===== config.mk =====
export PLATFORM = sky130hd
export DESIGN_NAME = hsm_merger
export DESIGN_NICKNAME = d
export VERILOG_FILES = /design/src/rtl/hsm_pkg.sv /design/src/rtl/hsm_lane_rx.sv /design/src/rtl/hsm_fifo.sv /design/src/rtl/hsm_rr_arb.sv /design/src/rtl/hsm_merger.sv
export SDC_FILE = /design/constraint.sdc
export NUM_CORES = 1
export LEC_CHECK = 0
export BUFFER_PORTS_ARGS = -buffer_cell sky130_fd_sc_hd__buf_4
export CORE_UTILIZATION = 51
export DETAILED_ROUTE_END_ITERATION = 6
export GPL_TIMING_DRIVEN = 0
export PLACE_DENSITY = 0.67
export SLEW_MARGIN = 10
export SYNTH_ARGS = -nofsm -noshare
export SYNTH_HDL_FRONTEND = slang
export SYNTH_HIERARCHICAL = 1
export SYNTH_SLANG_ARGS = --single-unit
export TNS_END_PERCENT = 1

===== constraint.sdc =====
create_clock -name clk -period 10.4 [get_ports clk]
set_clock_uncertainty 0.05 [all_clocks]
set_input_delay 2.08 -clock clk [delete_from_list [all_inputs] [get_ports clk]]
set_output_delay 2.08 -clock clk [all_outputs]
set_load 0.02 [all_outputs]

===== src/rtl/hsm_pkg.sv =====
package hsm_pkg;
  localparam int WORD_W    = 20;
  localparam int PAYLOAD_W = 16;
  localparam int CHIP_ID_W = 6;
  localparam int OUT_W     = CHIP_ID_W + PAYLOAD_W;

  typedef enum logic [1:0] {
    TY_IDLE = 2'b00,
    TY_HIT  = 2'b01,
    TY_SYNC = 2'b10,
    TY_RSV  = 2'b11
  } word_type_e;
endpackage


===== src/rtl/hsm_lane_rx.sv =====
module hsm_lane_rx import hsm_pkg::*; #(
  parameter logic [WORD_W-1:0] SYNC_PAT = 20'hB1E6D,
  parameter int LOCK_CNT = 3,
  parameter int LOSS_CNT = 3
) (
  input  logic                 clk,
  input  logic                 rst_n,
  input  logic                 ser_bit,
  output logic                 hit_vld,
  output logic [PAYLOAD_W-1:0] hit_payload,
  output logic                 locked
);
  localparam int PW = $clog2(WORD_W);
  localparam int GW = $clog2(LOCK_CNT + 1);
  localparam int MW = $clog2(LOSS_CNT + 1);

  typedef enum logic [1:0] {ST_HUNT, ST_CHECK, ST_LOCK} rx_state_e;

  rx_state_e            st_q, st_d;
  logic [WORD_W-1:0]    sr_q, sr_d;
  logic [PW-1:0]        pos_q, pos_d;
  logic [GW-1:0]        good_q, good_d;
  logic [MW-1:0]        miss_q, miss_d;
  logic                 vld_q, vld_d;
  logic [PAYLOAD_W-1:0] pay_q;
  logic                 is_sync, at_bnd;

  always_comb begin
    sr_d    = {sr_q[WORD_W-2:0], ser_bit};
    is_sync = (sr_d == SYNC_PAT);
    at_bnd  = (pos_q == PW'(WORD_W - 1));
    pos_d   = at_bnd ? '0 : pos_q + 1'b1;
    st_d    = st_q;
    good_d  = good_q;
    miss_d  = miss_q;
    vld_d   = 1'b0;
    unique case (st_q)
      ST_HUNT: begin
        if (is_sync) begin
          pos_d  = '0;
          good_d = GW'(1);
          st_d   = ST_CHECK;
        end
      end
      ST_CHECK: begin
        if (at_bnd) begin
          if (!is_sync) begin
            st_d = ST_HUNT;
          end else if (good_q == GW'(LOCK_CNT - 1)) begin
            st_d   = ST_LOCK;
            miss_d = '0;
          end else begin
            good_d = good_q + 1'b1;
          end
        end
      end
      ST_LOCK: begin
        if (at_bnd) begin
          if (is_sync) begin
            miss_d = '0;
          end else if (sr_d[WORD_W-1 -: 2] == 2'(TY_HIT)) begin
            vld_d = 1'b1;
          end
        end else if (is_sync) begin
          if (miss_q == MW'(LOSS_CNT - 1)) st_d = ST_HUNT;
          else miss_d = miss_q + 1'b1;
        end
      end
      default: st_d = ST_HUNT;
    endcase
  end

  always_ff @(posedge clk or negedge rst_n) begin
    if (!rst_n) begin
      st_q   <= ST_HUNT;
      sr_q   <= '0;
      pos_q  <= '0;
      good_q <= '0;
      miss_q <= '0;
      vld_q  <= 1'b0;
      pay_q  <= '0;
    end else begin
      st_q   <= st_d;
      sr_q   <= sr_d;
      pos_q  <= pos_d;
      good_q <= good_d;
      miss_q <= miss_d;
      vld_q  <= vld_d;
      if (vld_d) pay_q <= sr_d[WORD_W-3:2];
    end
  end

  assign hit_vld     = vld_q;
  assign hit_payload = pay_q;
  assign locked      = (st_q == ST_LOCK);
endmodule


===== src/rtl/hsm_fifo.sv =====
module hsm_fifo #(
  parameter int W     = 22,
  parameter int DEPTH = 4
) (
  input  logic         clk,
  input  logic         rst_n,
  input  logic         push,
  input  logic [W-1:0] din,
  input  logic         pop,
  output logic [W-1:0] dout,
  output logic         full,
  output logic         empty
);
  localparam int AW = $clog2(DEPTH);

  logic [W-1:0] mem [DEPTH];
  logic [AW:0]  wp_q, rp_q, wp_d, rp_d;

  assign empty = (wp_q == rp_q);
  assign full  = (wp_q[AW] != rp_q[AW]) && (wp_q[AW-1:0] == rp_q[AW-1:0]);
  assign dout  = mem[rp_q[AW-1:0]];

  always_comb begin
    wp_d = push ? wp_q + 1'b1 : wp_q;
    rp_d = pop  ? rp_q + 1'b1 : rp_q;
  end

  always_ff @(posedge clk) begin
    if (push) mem[wp_q[AW-1:0]] <= din;
  end

  always_ff @(posedge clk or negedge rst_n) begin
    if (!rst_n) begin
      wp_q <= '0;
      rp_q <= '0;
    end else begin
      wp_q <= wp_d;
      rp_q <= rp_d;
    end
  end
endmodule


===== src/rtl/hsm_rr_arb.sv =====
module hsm_rr_arb #(
  parameter int N = 4
) (
  input  logic         clk,
  input  logic         rst_n,
  input  logic [N-1:0] req,
  input  logic         adv,
  output logic [N-1:0] gnt,
  output logic         any
);
  localparam int IW = (N > 1) ? $clog2(N) : 1;

  logic [IW-1:0] last_q, last_d;

  always_comb begin
    gnt    = '0;
    last_d = last_q;
    for (int k = 1; k <= N; k++) begin
      if (gnt == '0 && req[(int'(last_q) + k) % N]) begin
        gnt[(int'(last_q) + k) % N] = 1'b1;
        last_d = IW'((int'(last_q) + k) % N);
      end
    end
  end

  assign any = |req;

  always_ff @(posedge clk or negedge rst_n) begin
    if (!rst_n) last_q <= IW'(N - 1);
    else if (adv && any) last_q <= last_d;
  end
endmodule


===== src/rtl/hsm_merger.sv =====
module hsm_merger import hsm_pkg::*; #(
  parameter int N_CHIPS        = 2,
  parameter int LINES_PER_CHIP = 2,
  parameter int FIFO_DEPTH     = 4,
  parameter logic [WORD_W-1:0] SYNC_PAT = 20'hB1E6D,
  parameter int LOCK_CNT       = 3,
  parameter int LOSS_CNT       = 3,
  localparam int N_LANES       = N_CHIPS * LINES_PER_CHIP
) (
  input  logic               clk,
  input  logic               rst_n,
  input  logic [N_LANES-1:0] ser_in,
  output logic               out_valid,
  input  logic               out_ready,
  output logic [OUT_W-1:0]   out_data,
  output logic [N_LANES-1:0] lane_locked,
  output logic [N_LANES-1:0] lane_ovf
);
  logic [1:0]           rst_sync_q;
  logic                 rst_n_int;
  logic [N_LANES-1:0]   hit_vld, push_vec, pop_vec, fifo_full, fifo_empty, gnt;
  logic [PAYLOAD_W-1:0] hit_pay   [N_LANES];
  logic [OUT_W-1:0]     fifo_dout [N_LANES];
  logic [N_LANES-1:0]   ovf_q, ovf_d;
  logic                 any, load, take;
  logic                 vld_q, vld_d;
  logic [OUT_W-1:0]     data_q, sel_data;

  always_ff @(posedge clk or negedge rst_n) begin
    if (!rst_n) rst_sync_q <= 2'b00;
    else        rst_sync_q <= {rst_sync_q[0], 1'b1};
  end
  assign rst_n_int = rst_sync_q[1];

  for (genvar l = 0; l < N_LANES; l++) begin : g_lane
    localparam logic [CHIP_ID_W-1:0] CHIP = CHIP_ID_W'(l / LINES_PER_CHIP);

    hsm_lane_rx #(
      .SYNC_PAT (SYNC_PAT),
      .LOCK_CNT (LOCK_CNT),
      .LOSS_CNT (LOSS_CNT)
    ) u_rx (
      .clk         (clk),
      .rst_n       (rst_n_int),
      .ser_bit     (ser_in[l]),
      .hit_vld     (hit_vld[l]),
      .hit_payload (hit_pay[l]),
      .locked      (lane_locked[l])
    );

    assign push_vec[l] = hit_vld[l] & ~fifo_full[l];

    hsm_fifo #(
      .W     (OUT_W),
      .DEPTH (FIFO_DEPTH)
    ) u_fifo (
      .clk   (clk),
      .rst_n (rst_n_int),
      .push  (push_vec[l]),
      .din   ({CHIP, hit_pay[l]}),
      .pop   (pop_vec[l]),
      .dout  (fifo_dout[l]),
      .full  (fifo_full[l]),
      .empty (fifo_empty[l])
    );
  end

  hsm_rr_arb #(.N(N_LANES)) u_arb (
    .clk   (clk),
    .rst_n (rst_n_int),
    .req   (~fifo_empty),
    .adv   (load),
    .gnt   (gnt),
    .any   (any)
  );

  always_comb begin
    sel_data = '0;
    for (int l = 0; l < N_LANES; l++) begin
      if (gnt[l]) sel_data = sel_data | fifo_dout[l];
    end
    take    = ~vld_q | out_ready;
    load    = take & any;
    pop_vec = gnt & {N_LANES{load}};
    vld_d   = take ? any : vld_q;
    ovf_d   = ovf_q | (hit_vld & fifo_full);
  end

  always_ff @(posedge clk or negedge rst_n_int) begin
    if (!rst_n_int) begin
      vld_q  <= 1'b0;
      data_q <= '0;
      ovf_q  <= '0;
    end else begin
      vld_q <= vld_d;
      ovf_q <= ovf_d;
      if (load) data_q <= sel_data;
    end
  end

  assign out_valid = vld_q;
  assign out_data  = data_q;
  assign lane_ovf  = ovf_q;
endmodule


==> results.toml <==
[clock_network]
cts_tree = "done"
numCtsBuffers = 59
clock_sinks = 595
holdBufCountCts = 0
cts_root_buffer = "clkbuf_16"
cts-resized-gates = 0
h-tree-depth = 2
clk_latency_ns = 0.61
clk_pin_slew_ns = 0.06
cts_buffer_depth = 3
cts_setup_buffers = 0

[finish]
n_antenna_cell = 0
multiInputGateArea_sq_um = 7140
fin_util_pct = 59.3
area_growth_pct = 14.5
drive_gt1_share_pct = 23.4
seqCellArea_sq_um = 16700
finalInstanceArea_sq_um = 27600
fill_cells = 3470
final_net_count = 1599

[floorplanning]
start_util_pct = 51.7
chipHeight_um = 219
core_sq_um = 46600
placementRows = 79
fp.dieW_um = 219
io_pins = 38
dieArea_sq_um = 48100

[synth]
synth_edf_count = 352
synthArstFlopShare_pct = 40.8
syn_inst = 1337
synth_area_leader_cell = "edfxtp_1"
yosysTopAreaCellShare_pct = 43.9
synth.most_common_cell = "edfxtp_1"
syn_area_sq_um = 24100
synth_common_cells = "352 x edfxtp_1, 241 x dfrtp_1, 74 x mux4_2"
ys_seq_elements = 595
syn_avg_cell_area_sq_um = 18.0
yosys_warnings = 6
synth_area_leaders = "edfxtp_1 44%, dfrtp_1 25%, mux4_2 6.9%"
synth_ff_type = "edfxtp_1"
ys_types = 75
ys_seq_area_share_pct = 69.1

[routing]
first_iter_violations = 1235
viasPerCell = 5.54
route.detailed.drc = 0
wl_um = 45600
firstDrtPassIters = 5
vias = 12100
drtAntennaViolNets = 0
wl_per_cell_um = 20.8

[sta]
finalHoldViolCount = 0
min_period_ns = 5.13
tns_ns = 0
drv_slew = 0
final.period_utilization_pct = 49.3
tightest_slew_ns = 1.27
hold_slack_ns = 0.270
max_slew_margin_pct = 15.6
setup_viol = 0
rsz0062_at_grt = "no"
fmax_mhz = 195

[worst_setup_path]
worstPathCellList = "buf_6 -> buf_12 -> xor2_1 -> nor3b_1 -> inv_1 -> mux4_2 -> a22oi_1 -> nand2_1 -> or2_1 -> o21ai_0 -> clkbuf_1 -> and3_1 -> mux2_2"
cp_max_fo = 10
reg2regPathDepth = 13
critPathMaxStageDelay_ns = 0.67
crit_type = "register to register"
endpoint_kind = "register"
arrival_ns = 5.55
slowest_stage = "o21ai_0"
cp-start-kind = "register"
r2r-start = "g_lane[1].u_fifo/rp_q[0]"
required_ns = 10.82
r2r_slack_ns = 5.27
worst_r2r_endpoint = "g_lane[3].u_fifo/rp_q[1]"

[global_route]
use_met3_pct = 3.31
grt_pass1_wl_um = 70500
use_met1_pct = 29.7
busiest_layer = "met1"
grt-ovfl-total = 0
grt_util_all_layers_pct = 19.6
grt_pass1_vias = 12200
antenna_found_initial = 0
grtUsageMet2_pct = 29.4
grt_max_degree = 66

[power_and_ir_drop]
p_int_mw = 4.66
combPwrFrac_pct = 29.8
p_sw_mw = 2.12
peakVddDrop_mv = 0.252
p_leak_nw = 10.6
powerDensity_nw_per_um2 = 246
p_seq_share_pct = 39.5
switching_share_pct = 31.3
totalPowerFinal_mw = 6.79
p_clk_share_pct = 30.7

[place]
portBuffers = 37
gp_congestion = 0.786
dp_hpwl_um = 30100
place_area_sq_um = 25600

[status]
outcome = "finished, final reports clean"

[run]
max_cap_viol_count = 0

[hold_path]
hp-class = "register to async pin"
==> worst max path at each step <==
stage / from / end / cells past startpoint
finish: g_lane[1].u_fifo/rp_q[0] / g_lane[3].u_fifo/rp_q[1] / 13
global route: g_lane[1].u_fifo/rp_q[0] / g_lane[3].u_fifo/rp_q[1] / 13
CTS: g_lane[1].u_fifo/rp_q[0] / g_lane[3].u_fifo/rp_q[1] / 13
detailed placement: g_lane[1].u_fifo/rp_q[0] / g_lane[3].u_fifo/rp_q[1] / 13
global placement: rst_sync_q[1] / out_data[11] / 0
floorplan: rst_sync_q[1] / g_lane[0].u_fifo/rp_q[0] / 0
==> metrics by stage <==
stage,instances,worst slack [ns]
2_1_floorplan,1432,3.08
3_3_place_gp,2076,0.165
3_5_place_dp,2080,5.31
4_1_cts,2189,5.27
5_1_grt,2191,5.09
6_report,2191,5.27
==> placed cells by master, fill, tap and decap left out, types with 27 or more instances in the layout <==
cell and instances:
clkbuf_1 31, a22oi_1 45, conb_1 97, mux2_2 71, buf_4 45, nand2_1 27
mux4_2 74, inv_1 49, clkbuf_16 59, ha_1 56, edfxtp_1 352, a21oi_1 48
dfrtp_1 240, xor2_1 27
==> power groups by stage <==
| stage | Sequential, mW | Combinational [mW] | Clock (mW) |
|---|---|---|---|
| 6_report | 2.68 | 2.03 | 2.08 |
| 5_1_grt | 2.69 | 2.16 | 2.22 |
| 4_1_cts | 2.68 | 2.04 | 2.13 |
| 3_5_place_dp | 2.72 | 2.03 | 0 |
| 3_3_place_gp | 2.74 | 1.98 | 0 |
| 2_1_floorplan | 2.76 | 1.36 | 0 |
==> cell families after synthesis <==
kind of cell	count (synthesis)	share of synthesized area (%)
other cells	2	0.0312
mux	172	12.6
compound gates	187	5.81
fa+ha+maj	56	2.91
buf+inv	103	2.73
xor+xnor	37	1.35
simple gates	185	5.41
flops	595	69.1
==> flip-flops by register name, indices dropped and copies added, names as in the netlist <==
register                 flops
g_lane.u_rx/st_q             8
g_lane.u_fifo/rp_q          12
u_arb/last_q                 2
g_lane.u_fifo/wp_q          12
out_data                    22
lane_ovf                     4
g_lane.u_rx/pos_q           20
g_lane.u_fifo/mem          352
out_valid                    1
g_lane.u_rx/hit_payload     64
g_lane.u_rx/good_q           8
g_lane.u_rx/hit_vld          4
g_lane.u_rx/sr_q            76
g_lane.u_rx/miss_q           8
rst_sync_q                   2
==> metal layers <==
layer,vias to the layer above,wire [um]
met5,-,0
met3,52,2270
met4,0,812
li1,5545,-
met1,6275,21600
met2,270,20900
==> final cells by class <==
type	count	area share, %
flip-flops and latches	595	60.4
multi-input cells	734	25.9
clock buffers	81	6.12
well taps	607	2.75
plain buffers	54	1.71
repair buffers	43	1.56
clock inverters	28	0.921
inverters	49	0.667
==> critical path, delay by kind of cell (launching register included) <==
kind	cells	cell delay [ns]
XOR/XNOR	1	0.17
AO/OA/AOI/OAI	2	1.04
multiplexers	2	0.96
buffers and inverters	4	0.98
flip-flops	1	0.39
AND/OR/NAND/NOR	4	1.39
No activity file was read; power rests on OpenSTA's default activity.
